### config.mk
export PLATFORM = sky130hd
export DESIGN_NAME = bcfg_bridge_cfg
export DESIGN_NICKNAME = d
export VERILOG_FILES = /design/src/rtl/bcfg_pkg.sv /design/src/rtl/bcfg_regs.sv /design/src/rtl/bcfg_side_fx.sv /design/src/rtl/bcfg_read_mux.sv /design/src/rtl/bcfg_bridge_cfg.sv
export SDC_FILE = /design/constraint.sdc
export NUM_CORES = 1
export LEC_CHECK = 0
export ABC_AREA = 0
export BUFFER_PORTS_ARGS = -buffer_cell sky130_fd_sc_hd__buf_2
export CAP_MARGIN = 20
export CELL_PAD_IN_SITES_DETAIL_PLACEMENT = 1
export CELL_PAD_IN_SITES_GLOBAL_PLACEMENT = 1
export CORE_MARGIN = 2
export CORE_UTILIZATION = 44
export DETAILED_ROUTE_END_ITERATION = 12
export GPL_TIMING_DRIVEN = 0
export PLACE_DENSITY = 0.82
export SETUP_SLACK_MARGIN = 0.5
export SLEW_MARGIN = 20
export SYNTH_ARGS = -nofsm -noshare
export SYNTH_HDL_FRONTEND = slang
export SYNTH_SLANG_ARGS = --single-unit
### constraint.sdc
create_clock -name clk -period 1.3 [get_ports clk]
set_clock_uncertainty 0.15 [all_clocks]
set_input_delay 0.13 -clock clk [delete_from_list [all_inputs] [get_ports clk]]
set_output_delay 0.13 -clock clk [all_outputs]
set_load 0.005 [all_outputs]
### src/rtl/bcfg_pkg.sv
package bcfg_pkg;
  localparam int LANES   = 4;
  localparam int IDX_W   = 4;
  localparam int BADDR_W = IDX_W + 2;

  localparam logic [IDX_W-1:0] IDX_ID    = 4'd0;
  localparam logic [IDX_W-1:0] IDX_CMD   = 4'd1;
  localparam logic [IDX_W-1:0] IDX_CLASS = 4'd2;
  localparam logic [IDX_W-1:0] IDX_HDR   = 4'd3;
  localparam logic [IDX_W-1:0] IDX_BUS   = 4'd6;
  localparam logic [IDX_W-1:0] IDX_IO    = 4'd7;
  localparam logic [IDX_W-1:0] IDX_MEM   = 4'd8;
  localparam logic [IDX_W-1:0] IDX_PF    = 4'd9;
  localparam logic [IDX_W-1:0] IDX_PBU   = 4'd10;
  localparam logic [IDX_W-1:0] IDX_PLU   = 4'd11;
  localparam logic [IDX_W-1:0] IDX_IOU   = 4'd12;
  localparam logic [IDX_W-1:0] IDX_CTL   = 4'd15;

  localparam int          SBR_BIT      = 6;
  localparam logic [15:0] STATUS_CAPS  = 16'h00A0;
  localparam logic [15:0] CMD_WMASK    = 16'h0547;
  localparam logic [15:0] CTL_WMASK    = 16'h0FFF;
  localparam logic [23:0] CLASS_BRIDGE = 24'h060400;

  typedef struct packed {
    logic [15:0] cmd;
    logic [7:0]  pri_bus;
    logic [7:0]  sec_bus;
    logic [7:0]  sub_bus;
    logic [7:0]  sec_lat;
    logic [3:0]  io_base;
    logic [3:0]  io_lim;
    logic [11:0] mem_base;
    logic [11:0] mem_lim;
    logic [11:0] pf_base;
    logic [11:0] pf_lim;
    logic [31:0] pf_base_up;
    logic [31:0] pf_lim_up;
    logic [15:0] io_base_up;
    logic [15:0] io_lim_up;
    logic [15:0] ctl;
  } bcfg_state_t;

  function automatic logic [31:0] lane_merge(input logic [31:0] old_v,
                                             input logic [31:0] new_v,
                                             input logic [31:0] mask,
                                             input logic [LANES-1:0] be);
    logic [31:0] r;
    r = old_v;
    for (int i = 0; i < LANES; i++) begin
      if (be[i]) begin
        r[8*i +: 8] = (old_v[8*i +: 8] & ~mask[8*i +: 8]) |
                      (new_v[8*i +: 8] & mask[8*i +: 8]);
      end
    end
    return r;
  endfunction

  function automatic logic window_byte(input logic [BADDR_W-1:0] b);
    return (b == 6'h04) || (b == 6'h05) || (b == 6'h1C) || (b == 6'h1D) ||
           ((b >= 6'h20) && (b <= 6'h33)) || (b == 6'h3E) || (b == 6'h3F);
  endfunction
endpackage

### src/rtl/bcfg_regs.sv
module bcfg_regs
  import bcfg_pkg::*;
#(
  parameter bit IO_32BIT   = 1'b1,
  parameter bit PREF_64BIT = 1'b1
) (
  input  logic              clk,
  input  logic              rst_n,
  input  logic              wr_en,
  input  logic [IDX_W-1:0]  idx,
  input  logic [LANES-1:0]  be,
  input  logic [31:0]       wdata,
  input  logic              dis_fwd,
  output bcfg_state_t       st
);
  localparam logic [31:0] PF_UP_MASK = PREF_64BIT ? 32'hFFFF_FFFF : 32'h0;
  localparam logic [31:0] IO_UP_MASK = IO_32BIT   ? 32'hFFFF_FFFF : 32'h0;

  bcfg_state_t nxt;
  logic [31:0] tmp;

  always_comb begin
    nxt = st;
    tmp = '0;
    if (wr_en) begin
      unique case (idx)
        IDX_CMD: begin
          tmp = lane_merge({16'h0, st.cmd}, wdata, {16'h0, CMD_WMASK}, be);
          nxt.cmd = tmp[15:0];
        end
        IDX_BUS: begin
          tmp = lane_merge({st.sec_lat, st.sub_bus, st.sec_bus, st.pri_bus},
                           wdata, 32'hFFFF_FFFF, be);
          {nxt.sec_lat, nxt.sub_bus, nxt.sec_bus, nxt.pri_bus} = tmp;
        end
        IDX_IO: begin
          tmp = lane_merge({16'h0, st.io_lim, 4'h0, st.io_base, 4'h0},
                           wdata, 32'h0000_F0F0, be);
          nxt.io_base = tmp[7:4];
          nxt.io_lim  = tmp[15:12];
        end
        IDX_MEM: begin
          tmp = lane_merge({st.mem_lim, 4'h0, st.mem_base, 4'h0},
                           wdata, 32'hFFF0_FFF0, be);
          nxt.mem_base = tmp[15:4];
          nxt.mem_lim  = tmp[31:20];
        end
        IDX_PF: begin
          tmp = lane_merge({st.pf_lim, 4'h0, st.pf_base, 4'h0},
                           wdata, 32'hFFF0_FFF0, be);
          nxt.pf_base = tmp[15:4];
          nxt.pf_lim  = tmp[31:20];
        end
        IDX_PBU: nxt.pf_base_up = lane_merge(st.pf_base_up, wdata, PF_UP_MASK, be);
        IDX_PLU: nxt.pf_lim_up  = lane_merge(st.pf_lim_up, wdata, PF_UP_MASK, be);
        IDX_IOU: begin
          tmp = lane_merge({st.io_lim_up, st.io_base_up}, wdata, IO_UP_MASK, be);
          {nxt.io_lim_up, nxt.io_base_up} = tmp;
        end
        IDX_CTL: begin
          tmp = lane_merge({st.ctl, 16'h0}, wdata, {CTL_WMASK, 16'h0}, be);
          nxt.ctl = tmp[31:16];
        end
        default: ;
      endcase
    end
    // Closing the windows overrides a same-cycle write to them.
    if (dis_fwd) begin
      nxt.io_base    = '1;
      nxt.io_lim     = '0;
      nxt.mem_base   = '1;
      nxt.mem_lim    = '0;
      nxt.pf_base    = '1;
      nxt.pf_lim     = '0;
      nxt.pf_base_up = '0;
      nxt.pf_lim_up  = '0;
    end
  end

  always_ff @(posedge clk or negedge rst_n) begin
    if (!rst_n) st <= '0;
    else        st <= nxt;
  end
endmodule

### src/rtl/bcfg_side_fx.sv
module bcfg_side_fx
  import bcfg_pkg::*;
(
  input  logic             clk,
  input  logic             rst_n,
  input  logic             wr_en,
  input  logic [IDX_W-1:0] idx,
  input  logic [LANES-1:0] be,
  input  logic             sbr_bit,
  output logic             remap_strobe,
  output logic             sec_bus_reset
);
  logic [LANES-1:0] lane_hit;
  logic             remap_q;
  logic             sbr_prev_q;

  for (genvar g = 0; g < LANES; g++) begin : g_lane
    assign lane_hit[g] = be[g] && window_byte({idx, 2'(g)});
  end

  always_ff @(posedge clk or negedge rst_n) begin
    if (!rst_n) begin
      remap_q    <= 1'b0;
      sbr_prev_q <= 1'b0;
    end else begin
      remap_q    <= wr_en && (|lane_hit);
      sbr_prev_q <= sbr_bit;
    end
  end

  assign remap_strobe  = remap_q;
  assign sec_bus_reset = sbr_bit && !sbr_prev_q;
endmodule

### src/rtl/bcfg_read_mux.sv
module bcfg_read_mux
  import bcfg_pkg::*;
#(
  parameter logic [15:0] VENDOR_ID  = 16'hABCD,
  parameter logic [15:0] DEVICE_ID  = 16'h0101,
  parameter logic [7:0]  REV_ID     = 8'h02,
  parameter bit          MULTI_FUNC = 1'b0,
  parameter bit          IO_32BIT   = 1'b1,
  parameter bit          PREF_64BIT = 1'b1
) (
  input  bcfg_state_t      st,
  input  logic [IDX_W-1:0] idx,
  output logic [31:0]      dword
);
  localparam logic [3:0] IO_TYPE = IO_32BIT   ? 4'h1 : 4'h0;
  localparam logic [3:0] PF_TYPE = PREF_64BIT ? 4'h1 : 4'h0;
  localparam logic [7:0] HDR     = {MULTI_FUNC, 7'h01};

  always_comb begin
    unique case (idx)
      IDX_ID:    dword = {DEVICE_ID, VENDOR_ID};
      IDX_CMD:   dword = {STATUS_CAPS, st.cmd};
      IDX_CLASS: dword = {CLASS_BRIDGE, REV_ID};
      IDX_HDR:   dword = {8'h00, HDR, 16'h0000};
      IDX_BUS:   dword = {st.sec_lat, st.sub_bus, st.sec_bus, st.pri_bus};
      IDX_IO:    dword = {STATUS_CAPS, st.io_lim, IO_TYPE, st.io_base, IO_TYPE};
      IDX_MEM:   dword = {st.mem_lim, 4'h0, st.mem_base, 4'h0};
      IDX_PF:    dword = {st.pf_lim, PF_TYPE, st.pf_base, PF_TYPE};
      IDX_PBU:   dword = st.pf_base_up;
      IDX_PLU:   dword = st.pf_lim_up;
      IDX_IOU:   dword = {st.io_lim_up, st.io_base_up};
      IDX_CTL:   dword = {st.ctl, 16'h0000};
      default:   dword = 32'h0;
    endcase
  end
endmodule

### src/rtl/bcfg_bridge_cfg.sv
module bcfg_bridge_cfg
  import bcfg_pkg::*;
#(
  parameter logic [15:0] VENDOR_ID  = 16'hABCD,
  parameter logic [15:0] DEVICE_ID  = 16'h0101,
  parameter logic [7:0]  REV_ID     = 8'h02,
  parameter bit          MULTI_FUNC = 1'b0,
  parameter bit          IO_32BIT   = 1'b1,
  parameter bit          PREF_64BIT = 1'b1
) (
  input  logic        clk,
  input  logic        rst_n,
  input  logic        req_valid,
  output logic        req_ready,
  input  logic        req_write,
  input  logic [3:0]  req_addr,
  input  logic [3:0]  req_be,
  input  logic [31:0] req_wdata,
  output logic        rsp_valid,
  output logic [31:0] rsp_rdata,
  input  logic        disable_fwd,
  output logic        remap_strobe,
  output logic        sec_bus_reset
);
  bcfg_state_t st;
  logic        wr_en;
  logic        rd_en;
  logic [31:0] rd_word;

  assign req_ready = 1'b1;
  assign wr_en     = req_valid && req_write;
  assign rd_en     = req_valid && !req_write;

  bcfg_regs #(.IO_32BIT(IO_32BIT), .PREF_64BIT(PREF_64BIT)) u_regs (
    .clk(clk), .rst_n(rst_n), .wr_en(wr_en), .idx(req_addr), .be(req_be),
    .wdata(req_wdata), .dis_fwd(disable_fwd), .st(st)
  );

  bcfg_read_mux #(
    .VENDOR_ID(VENDOR_ID), .DEVICE_ID(DEVICE_ID), .REV_ID(REV_ID),
    .MULTI_FUNC(MULTI_FUNC), .IO_32BIT(IO_32BIT), .PREF_64BIT(PREF_64BIT)
  ) u_rmux (
    .st(st), .idx(req_addr), .dword(rd_word)
  );

  bcfg_side_fx u_fx (
    .clk(clk), .rst_n(rst_n), .wr_en(wr_en), .idx(req_addr), .be(req_be),
    .sbr_bit(st.ctl[SBR_BIT]), .remap_strobe(remap_strobe),
    .sec_bus_reset(sec_bus_reset)
  );

  always_ff @(posedge clk or negedge rst_n) begin
    if (!rst_n) begin
      rsp_valid <= 1'b0;
      rsp_rdata <= '0;
    end else begin
      rsp_valid <= rd_en;
      if (rd_en) rsp_rdata <= rd_word;
    end
  end
endmodule

==> key figures <==
Placed design
  – Buffers added on ports: 77
  – Placed Cells: 1358
  – Final HPWL DP: 25400 µm
  – Pre-CTS WS: -1.31 ns
  – Placed Area: 12200 µm²
  – GP Congestion: 0.884

Clock network
  – Root Driver: clkbuf_16
  – Clk slew on worst S/H paths: 0.07 ns
  – Num CTS Buffers: 26
  – # clock sinks: 237
  – Worst-skew pair later-pin latency: 0.57 ns
  – Htree depth: 1
  – CTS tree: yes
  – Deepest clock path buffer count: 3

Routing
  – Routed Antenna Nets: 0
  – DR vias: 11.8k
  – Met3 wire len: 7740 µm
  – Drt initial violations: 1412
  – DRC violations left: 0
  – DRT Wirelength: 66100 µm
  – DRT met1 WL: 22000 µm
  – Drt first pass iters: 8
  – Met2 wire length: 29300 µm
  – Routed wire length per instance: 40.3 µm
  – Uppermost routed layer: met5
  – Vias per Instance: 7.17

GRT
  – Grt ovf: 0
  – First-pass GRT wire length: 78000 µm
  – Total Routing Usage GR: 41.0%
  – Vias in the first global route: 11.7k
  – Initial antenna violation count: 3
  – Pin count of the biggest net entering global routing: 98

Synthesis
  – Synth Flop Type: dfrtp_1
  – Post-synthesis simple-gate area fraction: 11.5%
  – Post-synthesis adder-cell area fraction: 0%
  – Synth Warn #: 0
  – Synth Instances: 960
  – Seq/Total Area, Yosys: 55.6%
  – Post-synthesis compound-gate area fraction: 17.9%
  – Most frequent cells after synthesis: dfrtp_1, nand2_1, o21ai_0
  – Mapped cell area: 10700 µm²
  – Synth area leaders: dfrtp_1, mux2_2, nand2_1
  – Asr flop ratio synth: 100%
  – Synth Area in XOR/XNOR: 0%
  – Cell with the most instances after synthesis: dfrtp_1
  – EDFF count, synth: 0
  – Mapped Avg Cell Area: 11.1 µm²
  – Multiplexer share of the synthesized area: 11.9%
  – Net Count, Synth: 1005
  – Post-synth top area share: 55.6%
  – Post-synthesis register bit count: 237
  – Largest family of logic cells by synthesized area: compound AO/OA/AOI/OAI gates
  – Netlist cell types: 57
  – Area leader, netlist: dfrtp_1

Final layout
  – Final instance area: 17400 µm²
  – Nets: 1343
  – Layout fillers: 2172
  – Core Util, Final: 73.7%
  – Share of cells above drive strength 1: 59.2%
  – Fin cells: 1639
  – Layout area overhead: 63.1%

Die
  – Die X: 160 µm
  – Effective utilization at floorplan: 45.2%
  – Num rows: 56
  – Die H: 160 µm
  – Die Footprint: 25500 µm²
  – Ports: 81
  – Placeable Area: 23600 µm²

Timing
  – Hold Fails Final Rpt: 273
  – RSZ-0062 raised after global routing: true
  – Hold slack: -0.672 ns
  – # setup viols final: 176
  – TNS Setup: -17.83 ns
  – Period minus WS final: 1.90 ns
  – Least-Margin Pin Slew: 1.03 ns
  – Worst setup margin: -0.596 ns
  – Fin crit share: 146%
  – Max-slew violations: 0
  – Slew margin rel.: 31.5%
  – Fmax: 0.527 GHz

Run
  – Maxcap violations: 0

Setup path
  – CP endpoint kind: register
  – CP Class: input port to register
  – Startpoint Class: input port
  – Crit path DAT: 2.19 ns
  – Worst EP required: 1.59 ns
  – Worst-path fanout max: 10

Hold path
  – Hold WC Path Type: input port to async pin

Power and ir drop
  – Max rail drop VDD: 0.00151 V
  – PwrDens: 1180 nW/µm²
  – Pleak: 8.13 nW
  – Final Total Pwr: 20.6 mW

Outcome
  – Outcome: finished, violations left
  – Failing checks: hold timing, setup timing
logic make-up (layout without fill, tap and decap cells):
kind of cell,Yosys count,count (layout)
AO/OA/AOI/OAI,285,285
AND/OR/NAND/NOR,259,259
flip-flops,237,237
multiplexers,112,112
buffers and inverters,66,423
other,1,4
what timing repair did:
item | CTS | global route
gates resized for setup | 353 | 270
hold buffers | 26 | 1
setup buffers | 121 | 70
setup endpoints to repair | 270 | 270
pin swaps | 145 | 100
gates cloned | 9 | 4
endpoints found under the hold margin | 443 | 280
critical path, stage by stage:
cell and delay (ns):
buf_12 0.09, clkbuf_1 0.76, o21ai_2 0.21, a222oi_1 0.59, nand3_1 0.16, a22o_1 0.25
where the power goes:
part           total, mW  internal [mW]  leakage, nW  switching, mW
sequential          8.54           7.95         3.11          0.585
combinational       4.00           1.84         4.59           2.16
clock               8.05           4.43        0.431           3.62
total               20.6           14.2         8.13           6.37
cell usage in the layout, fill, tap and decap left out, types with 11 or more instances in the layout:
cell type / count
a211o_1: 12
a21oi_2: 11
a21oi_4: 12
a22o_1: 37
a22oi_1: 26
a22oi_2: 16
buf_12: 41
buf_2: 72
buf_4: 116
buf_6: 77
buf_8: 13
clkbuf_16: 32
dfrtp_1: 234
dlygate4sd3_1: 27
mux2_4: 96
nand2_1: 46
nand2_2: 51
nand2_4: 47
nor2_4: 14
nor2b_1: 13
o21ai_1: 43
o21ai_2: 54
o21ai_4: 12
layer usage:
layer  vias up  GRT usage [%]
met2      1165           65.3
met3       520           9.06
met1      5887           49.4
met5         -              0
met4         2           29.4
li1       4185              -
cell type report:
type / count / area, µm² / share of cell area, %
tap: 319 / 399 / 2.29
buffer: 59 / 777 / 4.47
timing repair buffer: 310 / 2970 / 17.0
antenna: 3 / 7.51 / 0.0432
sequential: 237 / 5930 / 34.1
clock buffer: 36 / 749 / 4.31
inverter: 7 / 42.5 / 0.245
multi-input combinational: 657 / 6410 / 36.9
clock inverter: 11 / 109 / 0.626
path summary, 6_finish.rpt:
path                                                 start                    endpoint  slack (ns)  cells after the start
worst max-delay path                           req_addr[2]   rsp_rdata[24]$_DFFE_PN0P_       -0.60                      6
worst min-delay path                                 rst_n   u_regs.st[86]$_DFFE_PN0P_       -0.67                      1
worst max register to register  u_regs.st[168]$_DFFE_PN0P_   rsp_rdata[24]$_DFFE_PN0P_       -0.59                      5
worst min register to register  u_regs.st[200]$_DFFE_PN0P_  u_regs.st[200]$_DFFE_PN0P_        0.37                      1
max in group asynchronous                            rst_n  u_regs.st[118]$_DFFE_PN0P_        0.76                      2
min in group clk                             req_wdata[29]  u_regs.st[145]$_DFFE_PN0P_       -0.24                      3
registers in the layout, indices dropped and copies added, names as in the netlist:
signal,cells
rsp_rdata,32
rsp_valid,1
u_regs.st,202
u_fx.remap_strobe,1
u_fx.sbr_prev_q,1
(Power assumes the default switching activity.)
